==> src/rtl/cal_pkg.sv <==
package cal_pkg;

  typedef enum logic [1:0] {
    LEN_FEB   = 2'b00,
    LEN_SHORT = 2'b01,
    LEN_LONG  = 2'b10
  } lenCode_t;

  typedef struct packed {
    logic dayInc;
    logic dayRestart;
    logic monthInc;
    logic dayClamp;
  } calStrobe_t;

  function automatic logic [7:0] toBcd(input int v);
    logic [7:0] r;
    r[7:4] = 4'(v / 10);
    r[3:0] = 4'(v % 10);
    return r;
  endfunction

  function automatic logic [7:0] bcdInc(input logic [7:0] v);
    logic [7:0] r;
    if (v[3:0] == 4'd9) begin
      r[3:0] = 4'd0;
      r[7:4] = v[7:4] + 4'd1;
    end else begin
      r[3:0] = v[3:0] + 4'd1;
      r[7:4] = v[7:4];
    end
    return r;
  endfunction

endpackage

==> src/rtl/cal_ctrl.sv <==
module cal_ctrl
  import cal_pkg::*;
(
  input  logic       clk,
  input  logic       rstN,
  input  logic       dayAdvance,
  input  logic       dayCorrect,
  input  logic       monthCorrect,
  input  logic       atLastDay,
  output calStrobe_t strobe
);

  always_comb begin
    strobe = '0;
    if (dayAdvance) begin
      strobe.dayInc     = !atLastDay;
      strobe.dayRestart = atLastDay;
      strobe.monthInc   = atLastDay;
    end else if (monthCorrect) begin
      strobe.monthInc = 1'b1;
      strobe.dayClamp = 1'b1;
    end else if (dayCorrect) begin
      strobe.dayInc     = !atLastDay;
      strobe.dayRestart = atLastDay;
    end
  end

  // never two day actions at once
  assert_one_day_action_R11: assert property (@(posedge clk) disable iff (!rstN)
    $onehot0({strobe.dayInc, strobe.dayRestart, strobe.dayClamp}));

  // a correction of the day alone never moves the month
  assert_day_fix_no_carry_R8: assert property (@(posedge clk) disable iff (!rstN)
    (dayCorrect && !dayAdvance && !monthCorrect) |-> !strobe.monthInc);

endmodule

==> src/rtl/cal_datapath.sv <==
module cal_datapath
  import cal_pkg::*;
#(
  parameter int FebDays   = 28,
  parameter int ShortDays = 30,
  parameter int LongDays  = 31,
  parameter int YearMonths = 12
) (
  input  logic       clk,
  input  logic       rstN,
  input  calStrobe_t strobe,
  output logic       atLastDay,
  output logic [7:0] dayBcd,
  output logic [7:0] monthBcd,
  output logic [1:0] lenCode
);

  localparam logic [7:0] FebLast   = toBcd(FebDays);
  localparam logic [7:0] ShortLast = toBcd(ShortDays);
  localparam logic [7:0] LongLast  = toBcd(LongDays);
  localparam logic [7:0] LastMonth = toBcd(YearMonths);
  localparam logic [7:0] FirstVal  = 8'h01;

  logic [7:0] dayQ, monthQ, monthNext, lastDay, nextLastDay;
  lenCode_t   curCode, nextCode;

  function automatic lenCode_t classify(input logic [7:0] m);
    case (m)
      8'h02:                      return LEN_FEB;
      8'h04, 8'h06, 8'h09, 8'h11: return LEN_SHORT;
      default:                    return LEN_LONG;
    endcase
  endfunction

  function automatic logic [7:0] lastOf(input lenCode_t c);
    case (c)
      LEN_FEB:   return FebLast;
      LEN_SHORT: return ShortLast;
      default:   return LongLast;
    endcase
  endfunction

  always_comb begin
    curCode     = classify(monthQ);
    lastDay     = lastOf(curCode);
    monthNext   = (monthQ == LastMonth) ? FirstVal : bcdInc(monthQ);
    nextCode    = classify(monthNext);
    nextLastDay = lastOf(nextCode);
    atLastDay   = (dayQ >= lastDay);
  end

  always_ff @(posedge clk or negedge rstN) begin
    if (!rstN) begin
      dayQ   <= FirstVal;
      monthQ <= FirstVal;
    end else begin
      if (strobe.dayRestart)
        dayQ <= FirstVal;
      else if (strobe.dayInc)
        dayQ <= bcdInc(dayQ);
      else if (strobe.dayClamp && dayQ > nextLastDay)
        dayQ <= nextLastDay;
      if (strobe.monthInc)
        monthQ <= monthNext;
    end
  end

  assign dayBcd   = dayQ;
  assign monthBcd = monthQ;
  assign lenCode  = curCode;

  // the day never exceeds the length of the current month
  assert_day_in_range_R10: assert property (@(posedge clk) disable iff (!rstN)
    dayQ >= FirstVal && dayQ <= lastOf(classify(monthQ)));

  // the month stays in 1..12
  assert_month_in_range_R9: assert property (@(posedge clk) disable iff (!rstN)
    monthQ >= FirstVal && monthQ <= LastMonth);

  // the reserved class code never appears
  assert_code_valid_R2: assert property (@(posedge clk) disable iff (!rstN)
    lenCode != 2'b11);

  // restarting the day always comes with a month step on advance
  assert_wrap_to_first_R5: assert property (@(posedge clk) disable iff (!rstN)
    (strobe.dayRestart && strobe.monthInc) |=> (dayQ == FirstVal && monthQ != $past(monthQ)));

endmodule

==> src/rtl/cal_date_counter.sv <==
module cal_date_counter
  import cal_pkg::*;
#(
  parameter int FebDays    = 28,
  parameter int ShortDays  = 30,
  parameter int LongDays   = 31,
  parameter int YearMonths = 12
) (
  input  logic       clk,
  input  logic       rstN,
  input  logic       dayAdvance,
  input  logic       dayCorrect,
  input  logic       monthCorrect,
  output logic [7:0] dayBcd,
  output logic [7:0] monthBcd,
  output logic [1:0] lenCode
);

  calStrobe_t strobe;
  logic       atLastDay;

  cal_ctrl u_ctrl (
    .clk          (clk),
    .rstN         (rstN),
    .dayAdvance   (dayAdvance),
    .dayCorrect   (dayCorrect),
    .monthCorrect (monthCorrect),
    .atLastDay    (atLastDay),
    .strobe       (strobe)
  );

  cal_datapath #(
    .FebDays    (FebDays),
    .ShortDays  (ShortDays),
    .LongDays   (LongDays),
    .YearMonths (YearMonths)
  ) u_datapath (
    .clk       (clk),
    .rstN      (rstN),
    .strobe    (strobe),
    .atLastDay (atLastDay),
    .dayBcd    (dayBcd),
    .monthBcd  (monthBcd),
    .lenCode   (lenCode)
  );

endmodule

==> config.mk <==
export PLATFORM = sky130hd
export DESIGN_NAME = cal_date_counter
export DESIGN_NICKNAME = d
export VERILOG_FILES = /design/src/rtl/cal_pkg.sv /design/src/rtl/cal_ctrl.sv /design/src/rtl/cal_datapath.sv /design/src/rtl/cal_date_counter.sv
export SDC_FILE = /design/constraint.sdc
export NUM_CORES = 1
export LEC_CHECK = 0
export ABC_AREA = 1
export ABC_CLOCK_PERIOD_IN_PS = 3370
export CAP_MARGIN = 10
export CORE_MARGIN = 2
export CORE_UTILIZATION = 53
export DETAILED_ROUTE_END_ITERATION = 10
export GPL_ROUTABILITY_DRIVEN = 1
export MAX_ROUTING_LAYER = met4
export PLACE_DENSITY = 0.8
export SLEW_MARGIN = 25
export SYNTH_ARGS = -nofsm -noshare
export SYNTH_HDL_FRONTEND = slang
export SYNTH_SLANG_ARGS = --single-unit
==> constraint.sdc <==
create_clock -name clk -period 3.37 [get_ports clk]
set_input_delay 0.337 -clock clk [delete_from_list [all_inputs] [get_ports clk]]
set_output_delay 0.337 -clock clk [all_outputs]
set_load 0.02 [all_outputs]
==> impl_metrics.env, run 1 <==
export IMPL_hpwl_um=2510
export IMPL_final_seq_area_um2=403
export IMPL_grt_pass1_vias=1276
export IMPL_start_util=0.569
export IMPL_ys_seq_area_frac=0.278
export IMPL_drive_gt1_frac=0.131
export IMPL_via_count=1375
export IMPL_period_needed_ns=2.89
export IMPL_cp_top_family="simple AND/OR/NAND/NOR gates"
export IMPL_status="finished clean"
export IMPL_yosysTopAreaCellShare=0.242
export IMPL_finalPower_mw=1.60
export IMPL_maxCapViolations=0
export IMPL_fin_crit_sh=0.858
export IMPL_synth_common_cells="nand2_1 (57), inv_1 (23), nor2_1 (18)"
export IMPL_grt_overflow=0
export IMPL_drc=0
export IMPL_cts_max_level=1
export IMPL_whs_ns=0.493
export IMPL_die_w_um=56.3
export IMPL_drt_iter0_markers=41
export IMPL_path_class="reg -> reg"
export IMPL_fmax_mhz=346
export IMPL_worst_pin_slew_ns=0.782
export IMPL_post_cts_setup_buffer_count=0
export IMPL_multi_input_area_um2=891
export IMPL_syn_to_final_growth_pct=17.0
export IMPL_ys_warn_count=0
export IMPL_rows=18
export IMPL_cp_slowest_cell="dfstp_2"
export IMPL_skew_ns=0.00220
export IMPL_start_kind="flop"
export IMPL_post_drt_via_cell_ratio=5.48
export IMPL_dieArea_mm2=0.00317
export IMPL_avgSynthCellArea_um2=7.28
export IMPL_hp_class="in -> async"
export IMPL_ys_async_sr_fraction=1.00
export IMPL_cts_resized=0
export IMPL_synthDistinctLibCells=32
export IMPL_antenna_found_initial=0
export IMPL_path_buf_inv=3
export IMPL_grt_pass1_wl_um=5580
export IMPL_crit_start="u_datapath.monthBcd[0]"
export IMPL_syn_inst=199
export IMPL_r2r_end="u_datapath.dayBcd[6]"
export IMPL_yosysMostFrequentCell="nand2_1"
export IMPL_grt_usage=0.226
export IMPL_die_y_um=56.3
export IMPL_gp_congestion=0.919
export IMPL_first_pass_iters=4
export IMPL_arrival_ns=3.07
export IMPL_p_leak_nw=0.883
export IMPL_drt_total_wl_um=3270
export IMPL_synthesis_area_mm2=0.00145
export IMPL_required_ns=3.55
export IMPL_ios=23
export IMPL_cts_tree="built"
export IMPL_synth_edf_count=0
export IMPL_cp_common_cell="nand2_1"
export IMPL_p_per_area_mw_per_mm2=942
export IMPL_cts_buffers=3
export IMPL_rrSetupSlack_ns=0.48
export IMPL_drtAntennaViolNets=0
export IMPL_synth_seq_cells=16
export IMPL_drt_wirelength_per_cell_um=13.0
export IMPL_clkSinkCount=16
export IMPL_core_area_mm2=0.00254
export IMPL_hold_violations=0
export IMPL_diodes=0
export IMPL_slew_headroom=0.477
export IMPL_ir_drop_uv=684
export IMPL_dp_cells=248
export IMPL_ys_flop_type="dfrtp_1"
export IMPL_finalNonFillerCells=251
export IMPL_port_buffers=22
export IMPL_holdBufCountCts=0
export IMPL_max_stage_delay_ns=0.70
export IMPL_critPathMaxFanout=9
export IMPL_clock_latency_ns=0.29
export IMPL_grt_max_degree=17
export IMPL_ff2ff_path_depth=19
export IMPL_crit_end="u_datapath.dayBcd[6]"
export IMPL_finalMaxSlewViolations=0
export IMPL_rr_startpoint="u_datapath.monthBcd[0]"
export IMPL_cts_root_buf="clkbuf_4"
export IMPL_rsz0062_at_grt="false"
export IMPL_finalSetupTns_ns=0
export IMPL_path_depth=19
export IMPL_synth_top_area_cell="dfrtp_1"
export IMPL_finalSetupViolCount=0
export IMPL_crit_chain="clkinv_8, nor2_8, nand2_2, nand2_1, nand2_1, nor2_2, nand2_1, nor2_1, nand3_1, nand3_2, inv_1, ha_1, nand4_1, nand3_1, a21o_1, nand2_1, inv_1, nor2_1, a21oi_1"
export IMPL_nets=240
export IMPL_n_fill_cell=226
export IMPL_clk_pin_slew_worst_paths_ns=0.10
export IMPL_syn_num_nets=216
export IMPL_synthTopCellsByArea="dfrtp_1 (24%), nand2_1 (15%), ha_1 (10%)"
export IMPL_clk_path_buf_depth=2
export IMPL_final_util=0.666
export IMPL_cp_end_kind="flop"
placed cells by master, fill, tap and decap left out, types with 4 or more instances in the layout:
cell,count
a21oi_1,6
clkdlybuf4s50_1,22
dfrtp_1,14
ha_1,12
inv_1,23
inv_2,4
nand2_1,57
nand2_2,5
nand3_1,16
nor2_1,18
o21ai_0,4
o21ai_1,5
layout make-up:
class,count,share of cell area
multi-input cells,151,0.525
clock buffers,3,0.0133
repair buffers,22,0.130
well taps,30,0.0221
flip-flops and latches,16,0.238
inverters,29,0.0716
how the worst min path moves through the flow:
stage | from | endpoint | slack (ns) | depth (start not counted)
6_report | rstN | u_datapath.monthBcd[2] | 0.49 | 1
5_1_grt | rstN | u_datapath.monthBcd[2] | 0.55 | 1
4_1_cts | rstN | u_datapath.monthBcd[1] | 0.50 | 1
3_5_place_dp | u_datapath.dayBcd[0] | u_datapath.dayBcd[0] | 0.52 | 2
3_3_place_gp | u_datapath.dayBcd[0] | u_datapath.dayBcd[0] | 0.52 | 2
2_1_floorplan | rstN | u_datapath.dayBcd[1] | 0.04 | 0
stage by stage:
step           area [um^2]  setup WS (ns)
2_1_floorplan         1450          0.554
3_3_place_gp          1670          0.642
3_5_place_dp          1670          0.573
4_1_cts               1700          0.530
5_1_grt               1700          0.268
6_report              1700          0.480
state kept, by name (all words and copies together) (netlist names):
| signal | count |
|---|---|
| u_datapath.dayBcd | 8 |
| u_datapath.monthBcd | 8 |
logic make-up after synthesis:
family	share of synthesized area
compound gates	0.0976
xor+xnor	0.0242
fa+ha+maj	0.104
buf+inv	0.107
flops	0.278
simple gates	0.389
metal layers:
metal,GRT usage,routed length (um)
met1,0.331,1640
met2,0.309,1360
met3,0.0276,189
met4,0.105,78
met5,-,0
power by group:
group	switching, mW	internal, mW
Combinational	0.609	0.419
Sequential	0.178	0.285
Clock	0.0641	0.0416
Total	0.851	0.746
No activity file was read; power rests on OpenSTA's default activity.
==> inputs of run 2 (changes only) <==
Settings changed: CORE_ASPECT_RATIO from default to 1.2, CORE_MARGIN 2 to default, CORE_UTILIZATION 53 to 55, CTS_BUF_LIST from default to sky130_fd_sc_hd__clkbuf_2, PLACE_DENSITY 0.8 to 0.83.
==> impl_metrics.env, run 2 (synthesized netlist as in run 1, its figures left out) <==
export IMPL_status="complete, but fails checks"
export IMPL_violations="DRC"
export IMPL_fmax_mhz=355
export IMPL_first_pass_iters=7
export IMPL_nets=240
export IMPL_dieArea_mm2=0.00284
export IMPL_antenna_found_initial=0
export IMPL_clkSinkCount=16
export IMPL_max_stage_delay_ns=0.71
export IMPL_gp_congestion=1.04
export IMPL_period_needed_ns=2.82
export IMPL_finalMaxSlewViolations=0
export IMPL_fin_crit_sh=0.835
export IMPL_crit_chain="clkinv_8, nor2_8, nand2_2, nand2_1, nand4_2, nor2_2, nand2_2, nand3_2, inv_1, ha_1, nand4_1, nand3_1, a21o_1, nand2_1, inv_1, nand2_1, o31ai_1"
export IMPL_grt_pass1_vias=1296
export IMPL_grt_pass1_wl_um=5490
export IMPL_port_buffers=22
export IMPL_maxCapViolations=0
export IMPL_post_drt_via_cell_ratio=5.35
export IMPL_critPathMaxFanout=9
export IMPL_rsz0062_at_grt="false"
export IMPL_via_count=1364
export IMPL_cp_slowest_cell="dfstp_2"
export IMPL_drc=1
export IMPL_cts_max_level=1
export IMPL_cts_tree="built"
export IMPL_drtAntennaViolNets=0
export IMPL_required_ns=3.55
export IMPL_grt_max_degree=17
export IMPL_drt_iter0_markers=34
export IMPL_drt_wirelength_per_cell_um=12.5
export IMPL_syn_to_final_growth_pct=17.1
export IMPL_path_class="reg -> reg"
export IMPL_holdBufCountCts=0
export IMPL_drive_gt1_frac=0.135
export IMPL_ir_drop_uv=713
export IMPL_drt_total_wl_um=3190
export IMPL_cp_common_cell="nand2_1"
export IMPL_ios=23
export IMPL_finalSetupViolCount=0
export IMPL_die_w_um=48.9
export IMPL_clk_path_buf_depth=2
export IMPL_rr_startpoint="u_datapath.monthBcd[0]"
export IMPL_hold_violations=0
export IMPL_design_area_mm2=0.00170
export IMPL_die_y_um=58.2
export IMPL_final_cell_mix="nand2_1 (57), inv_1 (23), clkdlybuf4s50_1 (22)"
export IMPL_slew_headroom=0.511
export IMPL_clock_latency_ns=0.30
export IMPL_start_util=0.573
export IMPL_p_leak_nw=0.886
export IMPL_cts_resized=0
export IMPL_start_kind="flop"
export IMPL_hpwl_um=2570
export IMPL_diodes=0
export IMPL_worst_pin_slew_ns=0.731
export IMPL_core_area_mm2=0.00253
export IMPL_cts_root_buf="clkbuf_2"
export IMPL_arrival_ns=3.00
export IMPL_cts_buffers=3
export IMPL_rows=20
export IMPL_final_common_cell="nand2_1"
export IMPL_post_dp_cell_area_mm2=0.00168
export IMPL_crit_start="u_datapath.monthBcd[0]"
export IMPL_grt_overflow=0
export IMPL_cp_end_kind="flop"
export IMPL_clk_pin_slew_worst_paths_ns=0.18
export IMPL_skew_ns=0.0196
export IMPL_p_per_area_mw_per_mm2=927
export IMPL_post_cts_setup_buffer_count=0
export IMPL_grt_usage=0.258
export IMPL_hp_class="in -> async"
export IMPL_finalSetupTns_ns=0
-- run 2: cell count changes in the layout (fill, tap and decap cells not counted) --
cell      change
clkbuf_4      -3
clkbuf_2      +4
-- run 2: path summary, 6_finish.rpt --
check,to,slack [ns],depth (start not counted)
setup / recovery,u_datapath.dayBcd[1],0.55,17
hold / removal,u_datapath.dayBcd[6],0.44,1
setup reg to reg,u_datapath.dayBcd[1],0.55,17
hold reg to reg,u_datapath.dayBcd[0],0.54,2
max in group asynchronous,u_datapath.monthBcd[3],2.46,1
min in group clk,u_datapath.dayBcd[0],0.54,2
-- run 2: per-layer routing --
metal | part of all wire | track usage | vias to the layer above
li1 | - | - | 686
met4 | 0.023 | 0.126 | 0
met2 | 0.54 | 0.478 | 33
met5 | 0 | - | -
met3 | 0.034 | 0.0341 | 10
met1 | 0.41 | 0.268 | 635
-- run 2: final cells by class --
class                      count  area [um^2]
multi-input combinational    151          891
fill                         226          831
sequential                    16          403
timing repair buffer          22          220
inverter                      29          121
tap                           33         41.3
clock buffer                   4         20.0
-- run 2: worst max-delay path: cells and delay by family, from the launching register on --
kind | cells | cell delay [ns]
AND/OR/NAND/NOR | 11 | 1.20
flip-flops | 1 | 0.71
adder cells (fa/ha/maj) | 1 | 0.26
AO/OA/AOI/OAI | 2 | 0.26
buffers and inverters | 3 | 0.26
-- run 2: power breakdown --
group	internal, mW	switching [mW]
sequential	0.285	0.171
combinational	0.419	0.602
clock	0.0314	0.0650
-- run 2: per-stage QoR --
step                std cells  setup slack [ns]  total power [mW]  hold WS (ns)  utilization
finish                    255             0.554              1.57         0.437        0.671
global route              255             0.313              1.73         0.497        0.671
CTS                       255             0.567              1.58         0.466        0.671
detailed placement        251             0.588              1.48         0.522        0.663
global placement          251             0.639              1.45         0.514        0.663
floorplan                 199             0.554              1.19        0.0414            -
==> inputs of run 3 (changes only) <==
Settings changed: ABC_CLOCK_PERIOD_IN_PS 3370 to 2880.
Clock period 3.37 ns to 2.88 ns, I/O delays scaled along.
==> impl_metrics.env, run 3 (synthesized netlist as in run 1, its figures left out) <==
export IMPL_status="complete, but fails checks"
export IMPL_violations="DRC"
export IMPL_crit_end="u_datapath.dayBcd[1]"
export IMPL_arrival_ns=2.95
export IMPL_holdBufCountCts=0
export IMPL_finalPower_mw=2.00
export IMPL_required_ns=3.08
export IMPL_rows=20
export IMPL_cts_root_buf="clkbuf_2"
export IMPL_clkSinkCount=16
export IMPL_drc=1
export IMPL_die_w_um=48.9
export IMPL_cts_tree="built"
export IMPL_cp_top_family="simple AND/OR/NAND/NOR gates"
export IMPL_post_dp_cell_area_mm2=0.00168
export IMPL_cp_slowest_cell="dfstp_2"
export IMPL_core_area_mm2=0.00253
export IMPL_fin_crit_sh=0.954
export IMPL_whs_ns=0.394
export IMPL_ff2ff_path_depth=21
export IMPL_cts_max_level=1
export IMPL_start_util=0.573
export IMPL_skew_ns=0.0108
export IMPL_via_count=1402
export IMPL_grt_usage=0.253
export IMPL_rrSetupSlack_ns=0.13
export IMPL_nets=247
export IMPL_p_leak_nw=0.932
export IMPL_critPathMaxFanout=6
export IMPL_fin_ws_ns=0.132
export IMPL_final_common_cell="nand2_1"
export IMPL_dpl_worst_slack_ns=0.0833
export IMPL_first_pass_iters=7
export IMPL_drt_total_wl_um=3500
export IMPL_cts_buffers=3
export IMPL_crit_start="u_datapath.monthBcd[0]"
export IMPL_worst_pin_slew_ns=0.743
export IMPL_path_depth=21
export IMPL_dieArea_mm2=0.00284
export IMPL_period_needed_ns=2.75
export IMPL_drt_iter0_markers=51
export IMPL_start_kind="flop"
export IMPL_finalMaxSlewViolations=0
export IMPL_die_y_um=58.2
export IMPL_ir_drop_uv=760
export IMPL_gp_congestion=0.961
export IMPL_clk_pin_slew_worst_paths_ns=0.16
export IMPL_slew_headroom=0.503
export IMPL_grt_overflow=0
export IMPL_drt_wirelength_per_cell_um=13.3
export IMPL_dp_cells=252
export IMPL_ios=23
export IMPL_grt_max_degree=17
export IMPL_drtAntennaViolNets=0
export IMPL_grt_pass1_vias=1283
export IMPL_fmax_mhz=364
export IMPL_cp_end_kind="flop"
export IMPL_design_area_mm2=0.00182
export IMPL_finalNonFillerCells=262
export IMPL_rr_startpoint="u_datapath.monthBcd[0]"
export IMPL_drive_gt1_frac=0.223
export IMPL_maxCapViolations=0
export IMPL_max_stage_delay_ns=0.67
export IMPL_hold_violations=0
export IMPL_post_drt_via_cell_ratio=5.35
export IMPL_hp_class="in -> async"
export IMPL_final_cell_mix="nand2_1 (52), inv_1 (22), clkdlybuf4s50_1 (22)"
export IMPL_finalSetupViolCount=0
export IMPL_clk_path_buf_depth=2
export IMPL_clock_latency_ns=0.31
export IMPL_syn_to_final_growth_pct=25.6
export IMPL_hpwl_um=2530
export IMPL_diodes=0
export IMPL_p_per_area_mw_per_mm2=1100
export IMPL_path_buf_inv=3
export IMPL_crit_chain="clkinv_8, nor2_8, nand2_4, nand2_2, nand2_2, nor2_4, nand2_2, nor2_4, nand3_2, nand3_2, inv_1, ha_1, nand3_1, nand3_1, nand2_1, nand3_1, a21o_1, nand2_4, inv_2, nand2_1, o31ai_2"
export IMPL_antenna_found_initial=0
export IMPL_r2r_end="u_datapath.dayBcd[1]"
export IMPL_port_buffers=22
export IMPL_path_class="reg -> reg"
export IMPL_grt_pass1_wl_um=5390
[run 3: power by group]
part	switching [mW]	total [mW]	internal, mW
clock	0.0752	0.112	0.0368
sequential	0.193	0.530	0.337
combinational	0.794	1.35	0.559
[run 3: worst min path at each step]
stage | start | endpoint | slack, ns
floorplan | rstN | u_datapath.dayBcd[1] | -0.008
global placement | u_datapath.dayBcd[0] | u_datapath.dayBcd[0] | 0.52
detailed placement | u_datapath.dayBcd[0] | u_datapath.dayBcd[0] | 0.52
CTS | rstN | u_datapath.dayBcd[6] | 0.42
global route | rstN | u_datapath.dayBcd[6] | 0.46
finish | rstN | u_datapath.dayBcd[6] | 0.39
[run 3: per-layer routing]
layer  part of all wire  GRT usage  up-vias  wire, um
li1                   -          -      703         -
met1               0.41      0.275      634      1420
met2               0.52      0.437       45      1820
met3              0.036     0.0367       20       127
met4              0.036      0.155        0       127
met5                  0          -        -         0
[run 3: timing repair]
item | 4_1_cts | 5_1_grt
resized for setup | 0 | 20
setup endpoints to repair | 0 | 8
setup buffers | 0 | 6
[run 3: through the flow]
stage                     setup TNS (ns)  utilization
after floorplan                        0            -
after global placement                 0        0.666
after detailed placement               0        0.666
after CTS                              0        0.674
after global routing             -0.0377        0.720
final                                  0        0.720
[run 3: worst register-to-register path, cell delays in order (launching register included)]
cell and delay [ns]:
dfstp_2 0.67, clkinv_8 0.09, nor2_8 0.13, nand2_4 0.08, nand2_2 0.08, nand2_2 0.07
nor2_4 0.13, nand2_2 0.08, nor2_4 0.11, nand3_2 0.08, nand3_2 0.08, inv_1 0.05
ha_1 0.17, nand3_1 0.09, nand3_1 0.07, nand2_1 0.07, nand3_1 0.07, a21o_1 0.23
nand2_4 0.11, inv_2 0.07, nand2_1 0.07, o31ai_2 0.07
[run 3: final cells by class]
type	count	area, um^2
clock buffer	4	20.0
fill	202	707
multi-input combinational	151	958
tap	33	41.3
sequential	16	407
inverter	29	121
timing repair buffer	29	273
